## src/rtl/sbd_pkg.sv

```systemverilog
package sbd_pkg;
  localparam int NUM_FU = 5;
  localparam int FU_W   = 3;
  localparam logic [FU_W-1:0] FU_NONE = {FU_W{1'b1}};

  localparam int FU_INT  = 0;
  localparam int FU_MUL1 = 1;
  localparam int FU_MUL2 = 2;
  localparam int FU_ADD  = 3;
  localparam int FU_DIV  = 4;

  typedef enum logic [1:0] {
    CLS_INT = 2'd0,
    CLS_MUL = 2'd1,
    CLS_ADD = 2'd2,
    CLS_DIV = 2'd3
  } op_cls_e;

  typedef enum logic [1:0] {
    ST_IDLE = 2'd0,
    ST_WAIT = 2'd1,
    ST_EXEC = 2'd2,
    ST_DONE = 2'd3
  } fu_stage_e;
endpackage

```

## src/rtl/sbd_pick.sv

```systemverilog
// Fixed-priority one-hot picker: lowest index wins.
module sbd_pick #(
  parameter int N = 5
) (
  input  logic [N-1:0] req,
  output logic [N-1:0] gnt
);
  always_comb begin
    gnt = '0;
    for (int i = N - 1; i >= 0; i--) begin
      if (req[i]) begin
        gnt    = '0;
        gnt[i] = 1'b1;
      end
    end
  end
endmodule

```

## src/rtl/sbd_regstat.sv

```systemverilog
// Register result map: which unit will write each register.
module sbd_regstat import sbd_pkg::*; #(
  parameter int REG_W = 5
) (
  input  logic             clk,
  input  logic             rst,
  input  logic [REG_W-1:0] q_dst,
  input  logic [REG_W-1:0] q_srcj,
  input  logic [REG_W-1:0] q_srck,
  output logic [FU_W-1:0]  own_dst,
  output logic [FU_W-1:0]  own_srcj,
  output logic [FU_W-1:0]  own_srck,
  input  logic             set_en,
  input  logic [REG_W-1:0] set_reg,
  input  logic [FU_W-1:0]  set_fu,
  input  logic             clr_en,
  input  logic [REG_W-1:0] clr_reg
);
  localparam int NREG = 1 << REG_W;

  logic [FU_W-1:0] owner [NREG];

  assign own_dst  = owner[q_dst];
  assign own_srcj = owner[q_srcj];
  assign own_srck = owner[q_srck];

  always_ff @(posedge clk) begin
    if (rst) begin
      for (int r = 0; r < NREG; r++) owner[r] <= FU_NONE;
    end else begin
      if (clr_en) owner[clr_reg] <= FU_NONE;
      if (set_en) owner[set_reg] <= set_fu;
    end
  end

  // a destination is never claimed while another unit still owns it
  a_r4_no_waw: assert property (@(posedge clk) disable iff (rst)
    set_en |-> owner[set_reg] == FU_NONE);
endmodule

```

## src/rtl/sbd_fu_table.sv

```systemverilog
// Per-unit status entries with stage tracking, RAW wait and WAR scan.
module sbd_fu_table import sbd_pkg::*; #(
  parameter int REG_W = 5
) (
  input  logic              clk,
  input  logic              rst,
  input  logic              iss_en,
  input  logic [FU_W-1:0]   iss_fu,
  input  logic [REG_W-1:0]  iss_fi,
  input  logic [REG_W-1:0]  iss_fj,
  input  logic [REG_W-1:0]  iss_fk,
  input  logic [FU_W-1:0]   iss_qj,
  input  logic [FU_W-1:0]   iss_qk,
  input  logic [NUM_FU-1:0] done,
  input  logic [NUM_FU-1:0] rd_gnt,
  input  logic [NUM_FU-1:0] wr_gnt,
  output logic [NUM_FU-1:0] busy,
  output logic [NUM_FU-1:0] rd_req,
  output logic [NUM_FU-1:0] wr_req,
  output logic              wr_any,
  output logic [FU_W-1:0]   wr_fu,
  output logic [REG_W-1:0]  wr_fi
);
  logic [NUM_FU-1:0] busy_q, rj_q, rk_q, war_block;
  fu_stage_e         stage_q [NUM_FU];
  logic [REG_W-1:0]  fi_q [NUM_FU];
  logic [REG_W-1:0]  fj_q [NUM_FU];
  logic [REG_W-1:0]  fk_q [NUM_FU];
  logic [FU_W-1:0]   qj_q [NUM_FU];
  logic [FU_W-1:0]   qk_q [NUM_FU];
  logic [FU_W-1:0]   qj_eff, qk_eff;

  assign busy   = busy_q;
  assign wr_any = |wr_gnt;

  always_comb begin
    wr_fu = FU_NONE;
    wr_fi = '0;
    for (int u = 0; u < NUM_FU; u++) begin
      if (wr_gnt[u]) begin
        wr_fu = FU_W'(u);
        wr_fi = fi_q[u];
      end
    end
  end

  // A producer writing in the issue cycle counts as already written.
  assign qj_eff = (wr_any && iss_qj == wr_fu) ? FU_NONE : iss_qj;
  assign qk_eff = (wr_any && iss_qk == wr_fu) ? FU_NONE : iss_qk;

  always_comb begin
    for (int u = 0; u < NUM_FU; u++) begin
      war_block[u] = 1'b0;
      for (int f = 0; f < NUM_FU; f++) begin
        if (f != u && busy_q[f] &&
            ((fj_q[f] == fi_q[u] && rj_q[f]) || (fk_q[f] == fi_q[u] && rk_q[f])))
          war_block[u] = 1'b1;
      end
      rd_req[u] = busy_q[u] && stage_q[u] == ST_WAIT && rj_q[u] && rk_q[u];
      wr_req[u] = busy_q[u] && stage_q[u] == ST_DONE && !war_block[u];
    end
  end

  always_ff @(posedge clk) begin
    if (rst) begin
      busy_q <= '0;
      rj_q   <= '0;
      rk_q   <= '0;
      for (int u = 0; u < NUM_FU; u++) begin
        stage_q[u] <= ST_IDLE;
        qj_q[u]    <= FU_NONE;
        qk_q[u]    <= FU_NONE;
        fi_q[u]    <= '0;
        fj_q[u]    <= '0;
        fk_q[u]    <= '0;
      end
    end else begin
      for (int u = 0; u < NUM_FU; u++) begin
        if (wr_any && qj_q[u] == wr_fu) begin
          rj_q[u] <= 1'b1;
          qj_q[u] <= FU_NONE;
        end
        if (wr_any && qk_q[u] == wr_fu) begin
          rk_q[u] <= 1'b1;
          qk_q[u] <= FU_NONE;
        end
        if (wr_gnt[u]) begin
          busy_q[u]  <= 1'b0;
          stage_q[u] <= ST_IDLE;
        end else if (rd_gnt[u]) begin
          stage_q[u] <= ST_EXEC;
          rj_q[u]    <= 1'b0;
          rk_q[u]    <= 1'b0;
        end else if (done[u] && stage_q[u] == ST_EXEC) begin
          stage_q[u] <= ST_DONE;
        end
        if (iss_en && iss_fu == FU_W'(u)) begin
          busy_q[u]  <= 1'b1;
          stage_q[u] <= ST_WAIT;
          fi_q[u]    <= iss_fi;
          fj_q[u]    <= iss_fj;
          fk_q[u]    <= iss_fk;
          qj_q[u]    <= qj_eff;
          qk_q[u]    <= qk_eff;
          rj_q[u]    <= (qj_eff == FU_NONE);
          rk_q[u]    <= (qk_eff == FU_NONE);
        end
      end
    end
  end

  // one grant of each kind per cycle
  a_r8_one_read: assert property (@(posedge clk) disable iff (rst) $onehot0(rd_gnt));
  a_r9_one_write: assert property (@(posedge clk) disable iff (rst) $onehot0(wr_gnt));

  for (genvar u = 0; u < NUM_FU; u++) begin : g_chk
    // a read grant moves the unit into execution and drops its flags
    a_r5_read_moves: assert property (@(posedge clk) disable iff (rst)
      rd_gnt[u] |=> (stage_q[u] == ST_EXEC && !rj_q[u] && !rk_q[u]));
    // completion while waiting for operands is ignored
    a_r6_done_ignored: assert property (@(posedge clk) disable iff (rst)
      (done[u] && stage_q[u] == ST_WAIT && !rd_gnt[u]) |=> stage_q[u] == ST_WAIT);
    // a write grant releases the unit
    a_r9_release: assert property (@(posedge clk) disable iff (rst)
      wr_gnt[u] |=> !busy_q[u]);
    for (genvar f = 0; f < NUM_FU; f++) begin : g_pair
      if (f != u) begin : g_war
        // no write while a pending reader still wants the old value
        a_r7_no_war: assert property (@(posedge clk) disable iff (rst)
          (wr_gnt[u] && busy_q[f]) |->
            !((fj_q[f] == fi_q[u] && rj_q[f]) || (fk_q[f] == fi_q[u] && rk_q[f])));
      end
    end
  end
endmodule

```

## src/rtl/sbd_issue_ctrl.sv

```systemverilog
// Top: in-order issue, out-of-order operand read and write-back control.
module sbd_issue_ctrl import sbd_pkg::*; #(
  parameter int REG_W = 5
) (
  input  logic              clk,
  input  logic              rst,
  input  logic              in_valid,
  input  logic [1:0]        in_cls,
  input  logic [REG_W-1:0]  in_dst,
  input  logic [REG_W-1:0]  in_srcj,
  input  logic [REG_W-1:0]  in_srck,
  output logic              issue_stall,
  input  logic [NUM_FU-1:0] fu_done,
  output logic [NUM_FU-1:0] rd_grant,
  output logic [NUM_FU-1:0] wr_grant
);
  logic [NUM_FU-1:0] busy, rd_req, wr_req, rd_gnt, wr_gnt;
  logic [FU_W-1:0]   own_dst, own_srcj, own_srck, tgt_fu, wr_fu;
  logic [REG_W-1:0]  wr_fi;
  logic              wr_any, issue_fire;

  always_comb begin
    tgt_fu = FU_NONE;
    case (op_cls_e'(in_cls))
      CLS_INT: if (!busy[FU_INT]) tgt_fu = FU_W'(FU_INT);
      CLS_MUL: begin
        if (!busy[FU_MUL1])      tgt_fu = FU_W'(FU_MUL1);
        else if (!busy[FU_MUL2]) tgt_fu = FU_W'(FU_MUL2);
      end
      CLS_ADD: if (!busy[FU_ADD]) tgt_fu = FU_W'(FU_ADD);
      default: if (!busy[FU_DIV]) tgt_fu = FU_W'(FU_DIV);
    endcase
  end

  assign issue_stall = in_valid && (tgt_fu == FU_NONE || own_dst != FU_NONE);
  assign issue_fire  = in_valid && !issue_stall;

  sbd_regstat #(.REG_W(REG_W)) u_map (
    .clk(clk), .rst(rst),
    .q_dst(in_dst), .q_srcj(in_srcj), .q_srck(in_srck),
    .own_dst(own_dst), .own_srcj(own_srcj), .own_srck(own_srck),
    .set_en(issue_fire), .set_reg(in_dst), .set_fu(tgt_fu),
    .clr_en(wr_any), .clr_reg(wr_fi)
  );

  sbd_fu_table #(.REG_W(REG_W)) u_tab (
    .clk(clk), .rst(rst),
    .iss_en(issue_fire), .iss_fu(tgt_fu),
    .iss_fi(in_dst), .iss_fj(in_srcj), .iss_fk(in_srck),
    .iss_qj(own_srcj), .iss_qk(own_srck),
    .done(fu_done), .rd_gnt(rd_gnt), .wr_gnt(wr_gnt),
    .busy(busy), .rd_req(rd_req), .wr_req(wr_req),
    .wr_any(wr_any), .wr_fu(wr_fu), .wr_fi(wr_fi)
  );

  sbd_pick #(.N(NUM_FU)) u_rd_pick (.req(rd_req), .gnt(rd_gnt));
  sbd_pick #(.N(NUM_FU)) u_wr_pick (.req(wr_req), .gnt(wr_gnt));

  always_ff @(posedge clk) begin
    if (rst) begin
      rd_grant <= '0;
      wr_grant <= '0;
    end else begin
      rd_grant <= rd_gnt;
      wr_grant <= wr_gnt;
    end
  end

  // a unit is never granted a read and a write in the same cycle
  a_r5_read_write_apart: assert property (@(posedge clk) disable iff (rst)
    (rd_grant & wr_grant) == '0);
endmodule

```

## config.mk

```make
export PLATFORM = sky130hd
export DESIGN_NAME = sbd_issue_ctrl
export DESIGN_NICKNAME = d
export VERILOG_FILES = /design/src/rtl/sbd_pkg.sv /design/src/rtl/sbd_pick.sv /design/src/rtl/sbd_regstat.sv /design/src/rtl/sbd_fu_table.sv /design/src/rtl/sbd_issue_ctrl.sv
export SDC_FILE = /design/constraint.sdc
export NUM_CORES = 1
export LEC_CHECK = 0
export ABC_CLOCK_PERIOD_IN_PS = 4900
export CORE_MARGIN = 10
export CORE_UTILIZATION = 40
export CTS_CLUSTER_DIAMETER = 200
export DETAILED_ROUTE_END_ITERATION = 10
export GPL_TIMING_DRIVEN = 1
export SLEW_MARGIN = 10
export SYNTH_ARGS = -nofsm -noshare
export SYNTH_HDL_FRONTEND = slang
export SYNTH_SLANG_ARGS = --single-unit
```

## constraint.sdc

```tcl
create_clock -name clk -period 4.9 [get_ports clk]
set_clock_uncertainty 0.05 [all_clocks]
set_input_delay 0.735 -clock clk [delete_from_list [all_inputs] [get_ports clk]]
set_output_delay 0.735 -clock clk [all_outputs]
set_load 0.03 [all_outputs]
```

Word level (Yosys, flattened, before mapping):

Memory sizes are Yosys's and may differ from the RTL's.
Cells that the tools add are included.
W data, S select, Z words.

* output and inout port bits: 11
* word-level logic and storage cells: 566
* register bits after elaboration: 25
* memories: 7
* memory bits (writable): 211
* bits of input ports: 25

Memory list
* u_map.owner: depth 32, bits a word 3, read ports 3, clocked after memory_dff 0, wr ports 32, RTL line sbd_regstat.sv:21 `logic [FU_W-1:0] owner [NREG];`
* u_tab.fi_q: depth 5, bits a word 5, read ports 5, clocked after memory_dff 0, wr ports 5, RTL line sbd_fu_table.sv:26 `logic [REG_W-1:0] fi_q [NUM_FU];`
* u_tab.fj_q: depth 5, bits a word 5, read ports 5, clocked after memory_dff 0, wr ports 5, RTL line sbd_fu_table.sv:27 `logic [REG_W-1:0] fj_q [NUM_FU];`
* u_tab.fk_q: depth 5, bits a word 5, read ports 5, clocked after memory_dff 0, wr ports 5, RTL line sbd_fu_table.sv:28 `logic [REG_W-1:0] fk_q [NUM_FU];`
* u_tab.qj_q: depth 5, bits a word 3, read ports 5, clocked after memory_dff 0, wr ports 5, RTL line sbd_fu_table.sv:29 `logic [FU_W-1:0] qj_q [NUM_FU];`
* u_tab.qk_q: depth 5, bits a word 3, read ports 5, clocked after memory_dff 0, wr ports 5, RTL line sbd_fu_table.sv:30 `logic [FU_W-1:0] qk_q [NUM_FU];`
* +1 memories

* mux-type cells: 272
* bitwise operators: 55
* reduce and logical (&&, ||, !) cells: 146
* eq/ne operators: 77

Operators with widths (number)
* $eq A5 B5 Y1: 40
* $mux W1: 185
* $mux W5: 32
* $logic_and A1 B1 Y1: 109
* $mux W3: 33
* $or A1 B1 Y1: 55
* $mux W2: 21
* $eq A3 B3 Y1: 12
* $eq A2 B2 Y1 const B: 11
* $logic_or A1 B1 Y1: 21
* $eq A2 B1 Y1 const B: 6
* $eq A3 B3 Y1 const B: 4
* $reduce_bool A2 Y1: 5
* $pmux W3 S3: 1
* $eq A3 B2 Y1 const B: 2
* $logic_not A1 Y1: 6
* $reduce_or A3 Y1: 2
* $reduce_or A5 Y1: 1
* $eq A3 B1 Y1 const B: 1
* $logic_not A3 Y1: 1
* $ne A3 B3 Y1 const B: 1
* $logic_not A2 Y1: 1

Depth between registers and ports, before layout:

An unclocked memory read counts as a cell.

* depth after elaboration: 28
* mapped depth: 13
* mapped depth without buffers: 10

Cells and area by module:

Synthesis repeated with hierarchy kept, for this count alone.

* cells, all modules: 1229
* area, all modules: 14971.9 um^2

Modules (own cells, without submodules)
* sbd_fu_table: cells an instance 768, times used 1, sequential area each 3753.6 um^2, area each 8124.0 um^2
* sbd_regstat: cells an instance 413, times used 1, sequential area each 2882.8 um^2, area each 6361.1 um^2
* sbd_issue_ctrl: cells an instance 36, times used 1, sequential area each 200.2 um^2, area each 371.6 um^2
* sbd_pick: cells an instance 6, times used 2, sequential area each 0.0 um^2, area each 57.6 um^2

Least setup slack after synthesis:

OpenSTA, ideal clock, no wires.

* kind: input to register
* start point: input in_dst[3]
* end point: memory u_map.owner[25][0], enable pin
* stages: 12
* data arrival time: 3.157 ns
* path slack: 1.349 ns
* data required time: 4.506 ns
* path through: clkbuf_1 -> nor3_1 -> a22oi_1 -> nand4_1 -> nand4_1 -> nor3b_2 -> and2_1 -> nor2b_1 -> clkbuf_1 -> buf_2 -> a21oi_1 -> o21ai_0

RTL lines
* start: declaration: RTL line sbd_issue_ctrl.sv:9 `input logic [REG_W-1:0] in_dst,`
* end: declaration: RTL line sbd_regstat.sv:21

==> impl_metrics.tcl <==
set metrics [dict create \
    detailed_place_hpwl_um 34130 \
    fin_util_pct 45.29 \
    diodes 0 \
    post_cts_resized 0 \
    chipHeight_um 212.3 \
    clock_path_buffers 3 \
    area_growth_pct 11.79 \
    drt-initial-drc-count 1143 \
    root_buffer "clkbuf_16" \
    crit_slowest_cell "edfxtp_1" \
    synth_edf_count 211 \
    io_pins 36 \
    synth_most_common_cell "edfxtp_1" \
    status "finished, final reports clean" \
    worst-path-buf-inv 1 \
    nNetsFinal 1342 \
    viasPerCell 6.219 \
    gp_congestion 0.9679 \
    synth.avg_cell_area_um2 11.30 \
    switching_share_pct 25.84 \
    path_class "reg -> reg" \
    ant_nets 0 \
    slew_violations 0 \
    ys_seq_elements 236 \
    relSlewSlack_pct 41.43 \
    drive_gt1_share_pct 16.14 \
    io_buffers 35 \
    post_cts_buffers 0 \
    hp-class "reg -> reg" \
    ir_worst_vdd_v 0.0002796 \
    grt_max_degree 36 \
    start_kind "flip-flop" \
    finalWirelength_um 47330 \
    h-tree-depth 1 \
    finalHoldViolCount 0 \
    finalSetupTns_ps 0 \
    ys_seq_area_share_pct 46.21 \
    async_flop_share_pct 0 \
    finalSetupViolations 0 \
    grt_pass1_vias 11040 \
    power.density_nw_per_um2 290.8 \
    cts_tree "yes" \
    drt_pass1_iterations 5 \
    drc 0 \
    rsz0062_at_grt "no" \
    cp.required_ps 5040 \
    routedWlPerCell_um 26.21 \
    synth_flop_cell "edfxtp_1" \
    crit_arrival_ps 4690 \
    insertion_delay_ps 550 \
    critPathMaxStageDelay_ps 810 \
    initial_core_util_pct 40.51 \
    ctsHoldBuffers 0 \
    synth_area_um2 14800 \
    ys_types 74 \
    syn_nets 1334 \
    grt_use_total_pct 20.68 \
    worst_slew_pin_slew_ps 878.5 \
    timing.fmax_mhz 220.2 \
    p_comb_share_pct 10.4 \
    syn_inst 1309 \
    globalRoute.totalOverflow 0 \
    row_count 70 \
    min_period_ps 4541 \
    pwr-share-seq_pct 49.2 \
    p_clk_share_pct 40.4 \
    fp.dieW_um 212.3 \
    grt_pass1_wl_um 70280 \
    clock-sinks 236 \
    antenna_found_initial 3 \
    leakagePower_nw 4.732 \
    vias 11230 \
    yosys.area.top_type "edfxtp_1" \
    timing.max_cap.violations 0 \
    dieArea_um2 45080 \
    core-area_um2 36520 \
    cpLargestDelayFamily "compound AO/OA/AOI/OAI gates" \
    synth-warning-count 0 \
    crit_chain "xnor2_1 > nand4_1 > o22ai_1 > a22oi_1 > and4_1 > nor2_1 > buf_4 > a31oi_1 > a21boi_0 > nand2_1 > o21ai_0" \
    synthTopCellsByArea "edfxtp_1, mux4_2, xnor2_1, nand2_1, xor2_1" \
    cts_buffers 27 \
    synth_common_cells "edfxtp_1, nand2_1, xnor2_1, mux4_2, xor2_1" \
    worst_setup_path_end_kind "flip-flop" \
    min_period_over_period_pct 92.68 \
    crit_fanout 13 \
    internal_power_w 0.003567 \
    netSwitchingPower_w 0.001243 \
    clkTransAtPathRegs_ps 60 \
    synth_top_area_share_pct 42.82 \
]
## cell usage in the layout, fill, tap and decap left out, types with 41 or more instances in the layout
master and n:
nor2_1 53, mux4_2 77, nand3_1 50, xor2_1 60
nand2_1 153, buf_4 52, a21oi_1 55, xnor2_1 150
nand4_1 41, edfxtp_1 211
## final timing paths
| check | depth (start not counted) | start | slack, ps | endpoint |
|---|---|---|---|---|
| hold / removal | 2 | u_tab.busy[2] | 580 | u_tab.busy[2] |
| setup / recovery | 11 | u_tab.fi_q[0][0] | 360 | u_map.owner[9][0] |
| hold reg to reg | 2 | u_tab.busy[2] | 580 | u_tab.busy[2] |
| setup reg to reg | 11 | u_tab.fi_q[0][0] | 360 | u_map.owner[9][0] |
## power by group through the flow
| stage | sequential [W] | clock [W] | combinational (W) |
|---|---|---|---|
| after CTS | 0.00236 | 0.00197 | 0.000499 |
| after global placement | 0.00240 | 0 | 0.000489 |
| after global routing | 0.00237 | 0.00205 | 0.000541 |
| after detailed placement | 0.00240 | 0 | 0.000497 |
| after floorplan | 0.00232 | 0 | 0.000402 |
| final | 0.00236 | 0.00194 | 0.000502 |
## per-stage QoR
stage	setup WS [ps]	instances	hold slack, ps	total power (W)	cell area (um2)
3_5_place_dp	284.1	1756	559.6	0.002900	15710
3_3_place_gp	345.4	1756	548.2	0.002891	15710
6_report	358.7	1806	577.7	0.004810	16540
4_1_cts	512.5	1806	568.4	0.004829	16540
2_1_floorplan	1349	1309	449.8	0.002718	14800
5_1_grt	126.1	1806	599.9	0.004961	16540
## tightest hold or removal path, stage by stage, from the launching register on
cell,delay [ps]
dfxtp_1,410
nand2_1,110
a21oi_1,60
## metal layers
metal	share of wire (%)	global-route usage, %
met1	40	26.78
met2	47	33.74
met3	9.0	3.740
met4	4.4	8.075
met5	0.057	0
## state kept, by name (all words and copies together) (netlist names), 10 cells and up
signal and cells:
u_map.owner 96, u_tab.fi_q 25, u_tab.qj_q 15, u_tab.fj_q 25
u_tab.fk_q 25, u_tab.stage_q 10, u_tab.qk_q 15
## logic make-up after synthesis
family	synth area share, %
buffers and inverters	4.034
AOI/OAI and AO/OA	8.457
and+or+nand+nor	15.10
xor gates and xnor gates	12.43
muxes	13.77
DFF	46.21
## layout make-up
type / count / area [um2]
Multi-Input combinational cell: 941 / 7387
Inverter: 19 / 71.32
Fill cell: 3317 / 19980
Clock buffer: 38 / 737.0
Tap cell: 468 / 585.6
Timing Repair Buffer: 92 / 825.8
Clock inverter: 12 / 96.34
Sequential cell: 236 / 6837
No activity file was read; power rests on OpenSTA's default activity.
